--- src/rtl/pix_demux_pkg.sv ---
package pix_demux_pkg;
  localparam int HALF_W  = 12;
  localparam int BYTE_W  = 8;
  localparam int PIX_W   = 3 * BYTE_W;
  localparam int FMT_W   = 2;
  localparam int PRE_LEN = 3;

  typedef enum logic [FMT_W-1:0] {
    FMT_RGB_1212 = 2'd0,
    FMT_RGB_565  = 2'd1,
    FMT_RGB_555  = 2'd2,
    FMT_YCC_8    = 2'd3
  } fmt_e;

  localparam logic [BYTE_W-1:0] CODE_FF     = 8'hFF;
  localparam logic [BYTE_W-1:0] CODE_00     = 8'h00;
  localparam logic [BYTE_W-1:0] LUMA_BLACK  = 8'd16;
  localparam logic [BYTE_W-1:0] CHROMA_MID  = 8'd128;

  function automatic logic [BYTE_W-1:0] widen5(input logic [4:0] v);
    return {v, v[4:2]};
  endfunction

  function automatic logic [BYTE_W-1:0] widen6(input logic [5:0] v);
    return {v, v[5:4]};
  endfunction

  function automatic logic [PIX_W-1:0] black_level(input fmt_e f);
    return (f == FMT_YCC_8) ? {LUMA_BLACK, CHROMA_MID, CODE_00} : '0;
  endfunction
endpackage

--- src/rtl/pix_demux_fmt.sv ---
module pix_demux_fmt
  import pix_demux_pkg::*;
(
  input  logic             clk_i,
  input  logic             rst_ni,
  input  logic             vsync_i,
  input  logic [FMT_W-1:0] fmt_i,
  output fmt_e             fmt_o,
  output logic             vs_rise_o
);
  logic vs_q;
  fmt_e fmt_q;

  assign vs_rise_o = vsync_i & ~vs_q;
  assign fmt_o     = fmt_q;

  always_ff @(posedge clk_i or negedge rst_ni) begin
    if (!rst_ni) begin
      vs_q  <= 1'b0;
      fmt_q <= FMT_RGB_1212;
    end else begin
      vs_q <= vsync_i;
      if (vs_rise_o) fmt_q <= fmt_e'(fmt_i);
    end
  end

  // format only moves at a vsync rising edge
  a_r11_fmt_only_on_vsync: assert property (@(posedge clk_i) disable iff (!rst_ni)
    !(vsync_i && !vs_q) |=> $stable(fmt_q));
endmodule

--- src/rtl/pix_demux_codes.sv ---
module pix_demux_codes
  import pix_demux_pkg::*;
#(
  parameter int W   = BYTE_W,
  parameter int PRE = PRE_LEN
) (
  input  logic         clk_i,
  input  logic         rst_ni,
  input  logic [W-1:0] byte_i,
  output logic         status_o,
  output logic         sav_o,
  output logic         eav_o,
  output logic         ff_o
);
  localparam int H_BIT = 4;
  localparam int V_BIT = 5;

  logic [W-1:0] hist_q [PRE];
  logic [PRE-1:0] match;

  always_ff @(posedge clk_i or negedge rst_ni) begin
    if (!rst_ni) begin
      for (int i = 0; i < PRE; i++) hist_q[i] <= '0;
    end else begin
      hist_q[0] <= byte_i;
      for (int i = 1; i < PRE; i++) hist_q[i] <= hist_q[i-1];
    end
  end

  // oldest entry must be FF, the rest 00
  for (genvar g = 0; g < PRE; g++) begin : g_match
    if (g == PRE - 1) begin : g_lead
      assign match[g] = (hist_q[g] == {W{1'b1}});
    end else begin : g_zero
      assign match[g] = (hist_q[g] == '0);
    end
  end

  assign status_o = &match;
  assign sav_o    = status_o & ~byte_i[H_BIT] & ~byte_i[V_BIT];
  assign eav_o    = status_o & byte_i[H_BIT];
  assign ff_o     = (byte_i == {W{1'b1}});
endmodule

--- src/rtl/pix_demux_phase.sv ---
module pix_demux_phase (
  input  logic clk_i,
  input  logic rst_ni,
  input  logic ycc_i,
  input  logic de_i,
  input  logic vs_rise_i,
  input  logic status_i,
  input  logic sav_i,
  input  logic eav_i,
  input  logic ff_i,
  output logic cap_o,
  output logic emit_o
);
  logic de_q, phase_q, active_q;
  logic phase_n, active_n;

  always_comb begin
    cap_o    = 1'b0;
    emit_o   = 1'b0;
    phase_n  = phase_q;
    active_n = active_q;
    if (vs_rise_i) begin
      phase_n  = 1'b0;
      active_n = 1'b0;
    end else if (ycc_i) begin
      if (status_i) begin
        phase_n = 1'b0;
        if (sav_i)      active_n = 1'b1;
        else if (eav_i) active_n = 1'b0;
      end else if (active_q) begin
        if (ff_i) begin
          active_n = 1'b0;
          phase_n  = 1'b0;
        end else if (!phase_q) begin
          cap_o   = 1'b1;
          phase_n = 1'b1;
        end else begin
          emit_o  = 1'b1;
          phase_n = 1'b0;
        end
      end
    end else begin
      if (!de_i) begin
        phase_n = 1'b0;
      end else if (!de_q || !phase_q) begin
        cap_o   = 1'b1;
        phase_n = 1'b1;
      end else begin
        emit_o  = 1'b1;
        phase_n = 1'b0;
      end
    end
  end

  always_ff @(posedge clk_i or negedge rst_ni) begin
    if (!rst_ni) begin
      de_q     <= 1'b0;
      phase_q  <= 1'b0;
      active_q <= 1'b0;
    end else begin
      de_q     <= de_i;
      phase_q  <= phase_n;
      active_q <= active_n;
    end
  end

  a_r7_rgb_pair_under_de: assert property (@(posedge clk_i) disable iff (!rst_ni)
    (!ycc_i && emit_o) |-> (de_i && de_q));

  a_r9_ff_never_forms_pixel: assert property (@(posedge clk_i) disable iff (!rst_ni)
    (ycc_i && ff_i) |-> !emit_o);
endmodule

--- src/rtl/pix_demux_out.sv ---
module pix_demux_out
  import pix_demux_pkg::*;
(
  input  logic              clk_i,
  input  logic              rst_ni,
  input  fmt_e              fmt_i,
  input  logic              cap_i,
  input  logic              emit_i,
  input  logic [HALF_W-1:0] d_i,
  input  logic              hsync_i,
  input  logic              vsync_i,
  input  logic              de_i,
  output logic [PIX_W-1:0]  pix_o,
  output logic              valid_o,
  output logic              hsync_o,
  output logic              vsync_o,
  output logic              de_o
);
  logic [HALF_W-1:0] a_q;
  logic [PIX_W-1:0]  packed_pix;

  always_comb begin
    unique case (fmt_i)
      FMT_RGB_1212: packed_pix = {d_i, a_q};
      FMT_RGB_565:  packed_pix = {widen5(d_i[7:3]), widen6({d_i[2:0], a_q[7:5]}),
                                  widen5(a_q[4:0])};
      FMT_RGB_555:  packed_pix = {widen5(d_i[6:2]), widen5({d_i[1:0], a_q[7:5]}),
                                  widen5(a_q[4:0])};
      default:      packed_pix = {d_i[BYTE_W-1:0], a_q[BYTE_W-1:0], CODE_00};
    endcase
  end

  always_ff @(posedge clk_i or negedge rst_ni) begin
    if (!rst_ni) begin
      a_q     <= '0;
      pix_o   <= '0;
      valid_o <= 1'b0;
      hsync_o <= 1'b0;
      vsync_o <= 1'b0;
      de_o    <= 1'b0;
    end else begin
      if (cap_i) a_q <= d_i;
      pix_o   <= emit_i ? packed_pix : black_level(fmt_i);
      valid_o <= emit_i;
      hsync_o <= hsync_i;
      vsync_o <= vsync_i;
      de_o    <= de_i;
    end
  end
endmodule

--- src/rtl/pix_demux.sv ---
module pix_demux
  import pix_demux_pkg::*;
#(
  parameter int DATA_W = HALF_W,
  parameter int OUT_W  = PIX_W,
  parameter int SEL_W  = FMT_W
) (
  input  logic              clk_i,
  input  logic              rst_ni,
  input  logic [DATA_W-1:0] data_i,
  input  logic              hsync_i,
  input  logic              vsync_i,
  input  logic              de_i,
  input  logic [SEL_W-1:0]  fmt_i,
  output logic [OUT_W-1:0]  pix_o,
  output logic              pix_valid_o,
  output logic              hsync_o,
  output logic              vsync_o,
  output logic              de_o
);
  fmt_e fmt;
  logic vs_rise, status, sav, eav, ff, cap, emit;

  pix_demux_fmt u_fmt (
    .clk_i, .rst_ni, .vsync_i, .fmt_i,
    .fmt_o(fmt), .vs_rise_o(vs_rise)
  );

  pix_demux_codes #(.W(BYTE_W), .PRE(PRE_LEN)) u_codes (
    .clk_i, .rst_ni, .byte_i(data_i[BYTE_W-1:0]),
    .status_o(status), .sav_o(sav), .eav_o(eav), .ff_o(ff)
  );

  pix_demux_phase u_phase (
    .clk_i, .rst_ni, .ycc_i(fmt == FMT_YCC_8), .de_i,
    .vs_rise_i(vs_rise), .status_i(status), .sav_i(sav), .eav_i(eav),
    .ff_i(ff), .cap_o(cap), .emit_o(emit)
  );

  pix_demux_out u_out (
    .clk_i, .rst_ni, .fmt_i(fmt), .cap_i(cap), .emit_i(emit), .d_i(data_i),
    .hsync_i, .vsync_i, .de_i,
    .pix_o, .valid_o(pix_valid_o), .hsync_o, .vsync_o, .de_o
  );

  // two half-words per pixel
  a_r6_valid_spacing: assert property (@(posedge clk_i) disable iff (!rst_ni)
    pix_valid_o |=> !pix_valid_o);
endmodule

--- config.mk ---
export PLATFORM = sky130hd
export DESIGN_NAME = pix_demux
export DESIGN_NICKNAME = d
export VERILOG_FILES = /design/src/rtl/pix_demux_pkg.sv /design/src/rtl/pix_demux_fmt.sv /design/src/rtl/pix_demux_codes.sv /design/src/rtl/pix_demux_phase.sv /design/src/rtl/pix_demux_out.sv /design/src/rtl/pix_demux.sv
export SDC_FILE = /design/constraint.sdc
export NUM_CORES = 1
export LEC_CHECK = 0
export ABC_AREA = 1
export BUFFER_PORTS_ARGS = -buffer_cell sky130_fd_sc_hd__buf_2
export CAP_MARGIN = 0
export CORE_MARGIN = 1.5
export CORE_UTILIZATION = 49
export DETAILED_ROUTE_END_ITERATION = 12
export GPL_TIMING_DRIVEN = 0
export PLACE_DENSITY = 0.74
export SLEW_MARGIN = 10
export SYNTH_ARGS = -nofsm -noshare
export SYNTH_HDL_FRONTEND = slang
export SYNTH_SLANG_ARGS = --single-unit
--- constraint.sdc ---
create_clock -name clk_i -period 1.25 [get_ports clk_i]
set_input_delay 0.0625 -clock clk_i [delete_from_list [all_inputs] [get_ports clk_i]]
set_output_delay 0.0625 -clock clk_i [all_outputs]
set_load 0.005 [all_outputs]
==> flow_metrics.py, run 1 <==
metrics = {
    "critical_path": {
        "reg2regPathDepth": 9,
        "cp_data_arrival_time_ns": 1.72,
        "critPathCaptureType": "flip-flop",
        "cp-start-kind": "flip-flop",
        "critPathRequiredTime_ns": 1.49,
        "critPathKind": "reg -> reg",
        "r2r_end": "u_out.a_q[3]",
        "r2r_start": "u_codes.hist_q[8]",
        "critPathMaxFanout": 5,
        "r2r_slack_ns": -0.24,
    },
    "global_routing": {
        "grt_antenna_before_repair": 0,
        "grt_max_degree": 69,
        "grt_overflow": 0,
        "grt_pass1_wl_um": 10900,
        "grt_usage": 0.244,
        "first_global_vias": 2256,
    },
    "sta": {
        "clock_skew_ns": 0.0154,
        "rsz0062_at_grt": "true",
        "maxSlewViolCount": 0,
        "finalSetupViolations": 39,
        "fin_ws_ns": -0.237,
        "fmax_ghz": 0.673,
        "slew_headroom": 0.461,
        "fin_crit_ns": 1.49,
        "hold_slack_ns": 0.00626,
        "period_share": 1.19,
        "tightestPinTransition_ns": 0.808,
        "hold_viol": 0,
    },
    "hold_path": {
        "hold-path-endpoint": "u_out.a_q[8]",
        "worstHoldPathCells": 3,
        "hold_path.startpoint": "data_i[8]",
        "hold_path_class": "in -> reg",
    },
    "synth": {
        "synthTopCellsByArea": "dfrtp_1, nand2_1, nor2_1, nand4_1, inv_1",
        "ys_seq_area_frac": 0.629,
        "synth_area_sq_um": 2710,
        "synth_top_area_share": 0.629,
        "yosys_warnings": 0,
        "synth_cell_types": 25,
        "ys_seq_elements": 68,
        "synth_fp_nets": 307,
        "postSynthAreaPerCell_sq_um": 9.40,
        "yosys.area.top_type": "dfrtp_1",
        "netlist_instances": 288,
    },
    "run": {
        "max-cap-violations": 0,
    },
    "route": {
        "wire_per_inst_um": 15.3,
        "top_layer": "met4",
        "drc": 0,
        "first_pass_iters": 5,
        "wl_um": 6950,
        "drt_first_iter_violations": 182,
        "dr_wl_met2_um": 3460,
        "drtAntennaViolNets": 0,
        "wl_met1_um": 2780,
        "wl_met3_um": 570,
        "vias_per_cell": 5.31,
        "dr_total_vias": 2406,
    },
    "outcome": {
        "status": "finished with violations",
        "violations": "setup timing",
    },
    "die": {
        "die_x_um": 77.3,
        "core_sq_um": 5200,
        "io_pins": 47,
        "initial_core_util": 0.520,
        "dieHeight_um": 77.3,
        "dieArea_sq_um": 5980,
        "fp-row-count": 26,
    },
    "clock_network": {
        "cts_buffers": 9,
        "htreeDepth": 3,
        "clockBufferDepth": 2,
        "clk_pin_slew_ns": 0.07,
        "cts_root_buffer": "clkbuf_8",
        "cts_tree": "done",
        "insertion_delay_ns": 0.36,
        "clock_sinks": 68,
    },
    "final_layout": {
        "antenna_cells": 0,
        "layout_commonest_cell": "dfrtp_1",
        "layout_common_cells": "dfrtp_1, nand2_1, buf_2",
        "syn2layout_area_growth_pct": 42.1,
        "num-nets-final": 397,
        "drive_above_1_share": 0.376,
    },
    "power": {
        "finalPower_mw": 5.81,
        "peakVddDrop_mv": 0.889,
        "leakagePower_nw": 1.92,
        "power_density_nw_per_um2": 1510,
    },
    "place": {
        "io_buffers": 46,
        "gp_congestion": 0.860,
        "dp_hpwl_um": 4160,
    },
}
-- logic make-up after synthesis --
kind of cell | synth area share
simple gates | 0.228
flops | 0.629
compound gates | 0.0878
buf+inv | 0.0550
-- critical path: stages (launching register included) --
cell     delay (ns)
dfrtp_1        0.37
nor2_1         0.10
nand2_1        0.10
nor2_4         0.18
nand3_2        0.12
nand2_2        0.10
nand2_4        0.08
buf_6          0.14
nand4_1        0.10
nand2_1        0.07
-- where the power goes --
group	switching (mW)	leakage [nW]	internal (mW)	total, mW
Clock	0.849	0.105	1.17	2.02
Combinational	0.717	0.956	0.465	1.18
Sequential	0.196	0.858	2.41	2.61
Total	1.76	1.92	4.05	5.81
-- synth_stat cells --
| cell | number |
|---|---|
| nand2_1 | 70 |
| dfrtp_1 | 68 |
| nor2_1 | 50 |
| inv_1 | 21 |
| nand4_1 | 15 |
| o21ai_0 | 13 |
| a21oi_1 | 10 |
| nand3_1 | 9 |
| buf_2 | 5 |
| a22oi_1 | 3 |
| a211oi_1 | 2 |
| a221oi_1 | 2 |
| buf_6 | 2 |
| clkbuf_1 | 2 |
| inv_2 | 2 |
| nand2_2 | 2 |
| o211ai_1 | 2 |
| o221ai_1 | 2 |
| o22ai_1 | 2 |
| a21boi_0 | 1 |
| a21oi_2 | 1 |
| a31oi_1 | 1 |
| buf_4 | 1 |
| nand3_2 | 1 |
| nor2_2 | 1 |
-- routing by layer --
metal / global-route usage / up-vias
met5: 0 / -
li1: - / 1121
met1: 0.316 / 1145
met2: 0.392 / 124
met4: 0.0782 / 0
met3: 0.0774 / 16
-- registers in the layout, summed over array words and instances (netlist names), 2 cells and up --
signal and cells:
u_out.a_q 12, u_out.pix_o 24, u_fmt.fmt_o 2, u_codes.hist_q 24
-- metrics by stage --
stage / worst slack [ns] / utilization / instances / cell area (sq um) / setup TNS, ns
finish: -0.237 / 0.739 / 453 / 3840 / -7.77
global route: -0.344 / 0.739 / 453 / 3840 / -11.08
CTS: -0.217 / 0.703 / 449 / 3660 / -7.75
detailed placement: -0.286 / 0.586 / 404 / 3050 / -8.65
global placement: -0.245 / 0.585 / 404 / 3050 / -14.83
floorplan: -0.0489 / - / 288 / 2730 / -0.997
-- worst max-delay path by stage --
stage	start	endpoint	cells after the start
floorplan	u_codes.hist_q[15]	u_out.pix_o[19]	9
CTS	u_codes.hist_q[16]	u_out.pix_o[19]	9
global placement	u_codes.hist_q[15]	u_out.pix_o[21]	9
global route	u_codes.hist_q[23]	u_phase.active_q	10
finish	u_codes.hist_q[8]	u_out.a_q[3]	9
detailed placement	u_codes.hist_q[23]	u_out.pix_o[19]	9
-- repair_timing --
item,CTS,global route
gates cloned,4,0
hold buffers,16,1
endpoints found under the setup margin,39,40
setup buffers,9,3
endpoints found under the hold margin,84,1
resized for setup,44,41
pin swaps,9,14
-- layout make-up --
class                           count  area, sq um
Fill cell                         351         1360
Buffer                             10         92.6
Multi-Input combinational cell    187         1100
Timing Repair Buffer               79          546
Clock buffer                       10          138
Tap cell                           70         87.6
Inverter                           23         88.8
Clock inverter                      6         87.6
Sequential cell                    68         1700
No activity file was read; power rests on OpenSTA's default activity.
==> run 2, diff against run 1 <==
==> constraint.sdc (replaced) <==
create_clock -name clk_i -period 1.3 [get_ports clk_i]
set_input_delay 0.065 -clock clk_i [delete_from_list [all_inputs] [get_ports clk_i]]
set_output_delay 0.065 -clock clk_i [all_outputs]
set_load 0.005 [all_outputs]
==> run 2 against run 1 <==
The run still ends with setup timing left. Non-clock buffer count is 6 lower. Die area stayed put. Maximum frequency is 1.2% higher. Worst hold slack worse by 0.0033 ns. Largest cell class unchanged.
==> flow_metrics.py, run 2 (synthesized netlist as in run 1, its figures left out) <==
metrics = {
    "outcome": {
        "status": "finished with violations",
        "violations": "setup timing",
    },
    "sta": {
        "finalSetupViolations": 39,
        "hold_viol": 0,
        "fin_ws_ns": -0.170,
        "fin_crit_ns": 1.47,
        "fmax_ghz": 0.680,
        "rsz0062_at_grt": "true",
        "tightestPinTransition_ns": 0.782,
        "period_share": 1.13,
        "clock_skew_ns": 0.0106,
        "slew_headroom": 0.479,
        "fin_setup_tns_ns": -5.52,
        "maxSlewViolCount": 0,
    },
    "run": {
        "max-cap-violations": 0,
    },
    "final_layout": {
        "drive_above_1_share": 0.305,
        "syn2layout_area_growth_pct": 33.6,
        "reg_top3": "u_codes.hist_q: 24 flops, u_out.pix_o: 24 flops, u_out.a_q: 12 flops",
        "antenna_cells": 0,
        "layout_common_cells": "dfrtp_1, nand2_1, buf_2",
        "num-nets-final": 391,
        "final_cells": 447,
        "fillers": 398,
        "layout_commonest_cell": "dfrtp_1",
    },
    "route": {
        "drt_first_iter_violations": 167,
        "first_pass_iters": 4,
        "wire_per_inst_um": 14.3,
        "drtAntennaViolNets": 0,
        "dr_total_vias": 2320,
        "drc": 0,
        "vias_per_cell": 5.19,
        "wl_um": 6380,
    },
    "critical_path": {
        "worstPathBufferInverterCount": 1,
        "critPathKind": "reg -> reg",
        "crit_chain": "nor2_1 -> nand2_1 -> nor2_4 -> nand3_2 -> nand3_2 -> nand2_4 -> nand2_4 -> buf_6 -> nor2_1",
        "r2r_end": "u_out.pix_o[21]",
        "critPathMaxFanout": 10,
        "r2r_start": "u_codes.hist_q[12]",
        "cp_data_arrival_time_ns": 1.69,
        "critPathSlowestCell": "dfrtp_1",
        "critical-path-top-delay-family": "simple AND/OR/NAND/NOR gates",
        "cpPeakStageDelay_ns": 0.38,
        "reg2regPathDepth": 9,
        "critPathCaptureType": "flip-flop",
        "critPathRequiredTime_ns": 1.52,
        "r2r_slack_ns": -0.17,
        "cp-start-kind": "flip-flop",
    },
    "hold_path": {
        "hold_path_class": "in -> reg",
        "hold_path.startpoint": "data_i[10]",
        "worstHoldPathCells": 3,
        "hold-path-endpoint": "u_out.a_q[10]",
    },
    "clock_network": {
        "cts_root_buffer": "clkbuf_8",
        "insertion_delay_ns": 0.35,
        "htreeDepth": 3,
        "cts_buffers": 9,
        "cts_tree": "done",
        "clockBufferDepth": 2,
        "clk_pin_slew_ns": 0.07,
        "clock_sinks": 68,
    },
    "place": {
        "gp_congestion": 0.866,
        "dp_hpwl_um": 4130,
        "placed_cells": 404,
        "io_buffers": 46,
    },
    "die": {
        "fp-row-count": 26,
        "initial_core_util": 0.520,
        "dieArea_sq_um": 5980,
        "die_x_um": 77.3,
        "dieHeight_um": 77.3,
        "core_sq_um": 5200,
        "io_pins": 47,
    },
    "global_routing": {
        "first_global_vias": 2239,
        "grt_pass1_wl_um": 10700,
        "grt_usage": 0.236,
        "grt_overflow": 0,
        "grt_max_degree": 69,
        "grt_antenna_before_repair": 0,
    },
    "power": {
        "power_density_nw_per_um2": 1400,
        "peakVddDrop_mv": 0.738,
        "leakagePower_nw": 1.86,
    },
}
-- run 2: worst max path at each step --
stage | start | endpoint | depth (start not counted)
final | u_codes.hist_q[12] | u_out.pix_o[21] | 9
after global routing | u_codes.hist_q[12] | u_out.pix_o[9] | 9
after CTS | u_codes.hist_q[17] | u_out.pix_o[21] | 9
after detailed placement | u_fmt.fmt_o[0] | u_out.pix_o[4] | 8
after global placement | u_fmt.fmt_o[0] | u_out.pix_o[4] | 8
after floorplan | u_codes.hist_q[15] | u_out.pix_o[19] | 9
-- run 2: tightest hold or removal path, cell delays in order --
cell	delay [ns]
buf_2	0.12
nand4_1	0.08
nand2_1	0.05
-- run 2: where the power goes --
| group | switching, mW | leakage [nW] | internal [mW] | total [mW] |
|---|---|---|---|---|
| clock network | 0.796 | 0.0957 | 0.798 | 1.59 |
| logic | 0.584 | 0.908 | 0.389 | 0.973 |
| registers | 0.168 | 0.858 | 2.32 | 2.49 |
-- run 2: through the flow --
step	cell area (sq um)	setup slack, ns	hold WS (ns)	util	power (mW)
after floorplan	2720	0.000882	-0.231	-	3.00
after global placement	3030	-0.240	0.173	0.583	3.28
after detailed placement	3040	-0.260	0.175	0.583	3.30
after CTS	3550	-0.159	0.000737	0.683	5.03
after global routing	3620	-0.274	0.00159	0.695	5.32
final	3620	-0.170	0.00297	0.695	5.05
-- run 2: repair_timing --
action / 4_1_cts / 5_1_grt
gates cloned: 2 / 0
resized for setup: 35 / 12
setup endpoints to repair: 38 / 40
pin swaps: 8 / 9
buffers inserted: 6 / 2
endpoints found under the hold margin: 84 / 0
hold buffers: 17 / 0
-- run 2: area by class of cell --
cell class / instances / area, sq um / area share
plain buffers: 10 / 81.3 / 0.0225
clock buffers: 11 / 151 / 0.0419
clock inverters: 5 / 35.0 / 0.00969
inverters: 23 / 88.8 / 0.0246
multi-input cells: 187 / 972 / 0.269
flip-flops and latches: 68 / 1700 / 0.471
well taps: 70 / 87.6 / 0.0242
repair buffers: 73 / 497 / 0.137
-- run 2: layer usage --
layer / vias up / wire length [um] / global-route usage
li1: 1113 / - / -
met1: 1090 / 2740 / 0.313
met2: 101 / 3050 / 0.368
met3: 16 / 438 / 0.0583
met4: 0 / 144 / 0.105
met5: - / 0 / 0
==> run 3, diff against run 2 <==
==> constraint.sdc (replaced) <==
create_clock -name clk_i -period 1.3 [get_ports clk_i]
set_input_delay 0.26 -clock clk_i [delete_from_list [all_inputs] [get_ports clk_i]]
set_output_delay 0.26 -clock clk_i [all_outputs]
set_load 0.005 [all_outputs]
==> run 3 against run 2 <==
The run still ends with setup timing left. First-iteration DRC count decreased by 28%. Total power increased by 0.47%. Count of clock-buffer cells in the layout unchanged. Register-to-register slack got worse by 0.02 ns. Global-route usage decreased by 1.1 points. Final area decreased by 2.5%. Core utilization decreased by 1.8 points. Flip-flop and latch count unchanged. Critical path type unchanged. Critical endpoint is now u_out.pix_o[9]. Highest routed layer unchanged.
==> flow_metrics.py, run 3 (synthesized netlist as in run 1, its figures left out) <==
metrics = {
    "critical_path": {
        "worstPathBufferInverterCount": 1,
        "cp-start-kind": "flip-flop",
        "r2r_slack_ns": -0.19,
        "critPathRequiredTime_ns": 1.52,
        "cpPeakStageDelay_ns": 0.38,
        "critPathSlowestCell": "dfrtp_1",
        "crit_chain": "nor2_1 -> nand2_1 -> nor2_4 -> nand3_2 -> nand3_2 -> nand2_4 -> nand2_8 -> buf_6 -> nor2_1",
        "critPathMaxFanout": 6,
        "critical-path-top-delay-family": "simple AND/OR/NAND/NOR gates",
        "critPathKind": "reg -> reg",
        "cp_data_arrival_time_ns": 1.71,
        "critPathCaptureType": "flip-flop",
    },
    "die": {
        "dieArea_sq_um": 5980,
        "initial_core_util": 0.520,
        "die_x_um": 77.3,
        "dieHeight_um": 77.3,
        "fp-row-count": 26,
        "io_pins": 47,
        "core_sq_um": 5200,
    },
    "place": {
        "gp_congestion": 0.866,
        "placed_cells": 404,
        "io_buffers": 46,
        "dpl_cell_area_sq_um": 3040,
        "dp_hpwl_um": 4130,
        "place_ws_ns": -0.260,
    },
    "clock_network": {
        "cts_tree": "done",
        "insertion_delay_ns": 0.34,
        "clock_sinks": 68,
        "clk_pin_slew_ns": 0.08,
        "cts_buffers": 9,
        "htreeDepth": 3,
        "cts_root_buffer": "clkbuf_8",
        "clockBufferDepth": 2,
    },
    "sta": {
        "fin_setup_tns_ns": -5.82,
        "maxSlewViolCount": 0,
        "finalSetupViolations": 39,
        "slew_headroom": 0.463,
        "fin_ws_ns": -0.193,
        "rsz0062_at_grt": "true",
        "hold_slack_ns": 0.00593,
        "fmax_ghz": 0.670,
        "clock_skew_ns": 0.0103,
        "period_share": 1.15,
        "hold_viol": 0,
        "tightestPinTransition_ns": 0.805,
        "fin_crit_ns": 1.49,
    },
    "final_layout": {
        "layout_commonest_cell": "dfrtp_1",
        "design_area_sq_um": 3520,
        "fin_util": 0.677,
        "num-nets-final": 378,
        "layout_common_cells": "dfrtp_1, nand2_1, buf_2",
        "final_cells": 434,
        "antenna_cells": 0,
        "drive_above_1_share": 0.363,
        "reg_top3": "u_codes.hist_q: 24 flops, u_out.pix_o: 24 flops, u_out.a_q: 12 flops",
        "syn2layout_area_growth_pct": 30.2,
    },
    "power": {
        "power.internal_mw": 3.50,
        "pwr-share-comb": 0.195,
        "peakVddDrop_mv": 0.740,
        "p_sw_frac": 0.311,
        "power_switching_mw": 1.58,
        "power_density_nw_per_um2": 1440,
        "pwr-share-seq": 0.490,
        "pwr-share-clk": 0.315,
        "leakagePower_nw": 1.81,
        "finalPower_mw": 5.08,
    },
    "global_routing": {
        "grt_max_degree": 69,
        "grt_usage": 0.225,
        "grt_antenna_before_repair": 0,
        "grt_overflow": 0,
        "first_global_vias": 2149,
        "grt_pass1_wl_um": 10200,
    },
    "route": {
        "wire_per_inst_um": 14.2,
        "first_pass_iters": 5,
        "wl_um": 6180,
        "vias_per_cell": 5.21,
        "drc": 0,
        "drt_first_iter_violations": 121,
        "drtAntennaViolNets": 0,
        "dr_total_vias": 2260,
    },
    "run": {
        "max-cap-violations": 0,
    },
    "hold_path": {
        "hold_path_class": "in -> async",
    },
    "outcome": {
        "violations": "setup timing",
        "status": "finished with violations",
    },
}
[run 3: cell types whose count changed in the layout (fill, tap and decap cells not counted), moves of 2 or more]
cell           change
buf_6              +2
dlygate4sd3_1     -17
nor2_4             +2
nor2_1            -11
buf_4              +2
nor2_2             +9
[run 3: path summary, 6_finish.rpt]
kind                                     from                  to  cells after the start
min reg2reg                u_codes.hist_q[18]  u_codes.hist_q[10]                      0
min                                    rst_ni       u_out.hsync_o                      1
max reg2reg                u_codes.hist_q[12]      u_out.pix_o[9]                      9
min in group clk_i                    hsync_i       u_out.hsync_o                      1
max                        u_codes.hist_q[12]      u_out.pix_o[9]                      9
max in group asynchronous              rst_ni      u_fmt.fmt_o[1]                      1
[run 3: routing by layer]
| layer | share of wire | global-route usage |
|---|---|---|
| met1 | 0.45 | 0.305 |
| met2 | 0.45 | 0.340 |
| met3 | 0.074 | 0.0583 |
| met4 | 0.027 | 0.100 |
| met5 | 0 | 0 |
[run 3: repair_timing]
item                       in CTS  in global routing
pin swaps                       8                 10
resized for setup              35                 33
hold buffers                    0                  0
buffers inserted                6                  4
setup endpoints to repair      38                 39
gates cloned                    2                  2
[run 3: cell type report]
type | count | area, sq um
clock buffer | 11 | 151
buffer | 10 | 82.6
tap | 70 | 87.6
sequential | 68 | 1700
inverter | 23 | 88.8
clock inverter | 5 | 35.0
multi-input combinational | 187 | 1010
timing repair buffer | 60 | 364
fill | 417 | 1680
[run 3: worst reg2reg max path, cell delays in order, from the launching register on]
cell	delay (ns)
dfrtp_1	0.38
nor2_1	0.11
nand2_1	0.10
nor2_4	0.16
nand3_2	0.13
nand3_2	0.11
nand2_4	0.08
nand2_8	0.11
buf_6	0.14
nor2_1	0.05
[run 3: power groups by stage]
stage | clock [mW] | combinational, mW | sequential, mW
floorplan | 0 | 0.530 | 2.47
global placement | 0 | 0.791 | 2.49
detailed placement | 0 | 0.802 | 2.50
CTS | 1.61 | 0.904 | 2.47
global route | 1.71 | 1.11 | 2.51
finish | 1.60 | 0.988 | 2.49
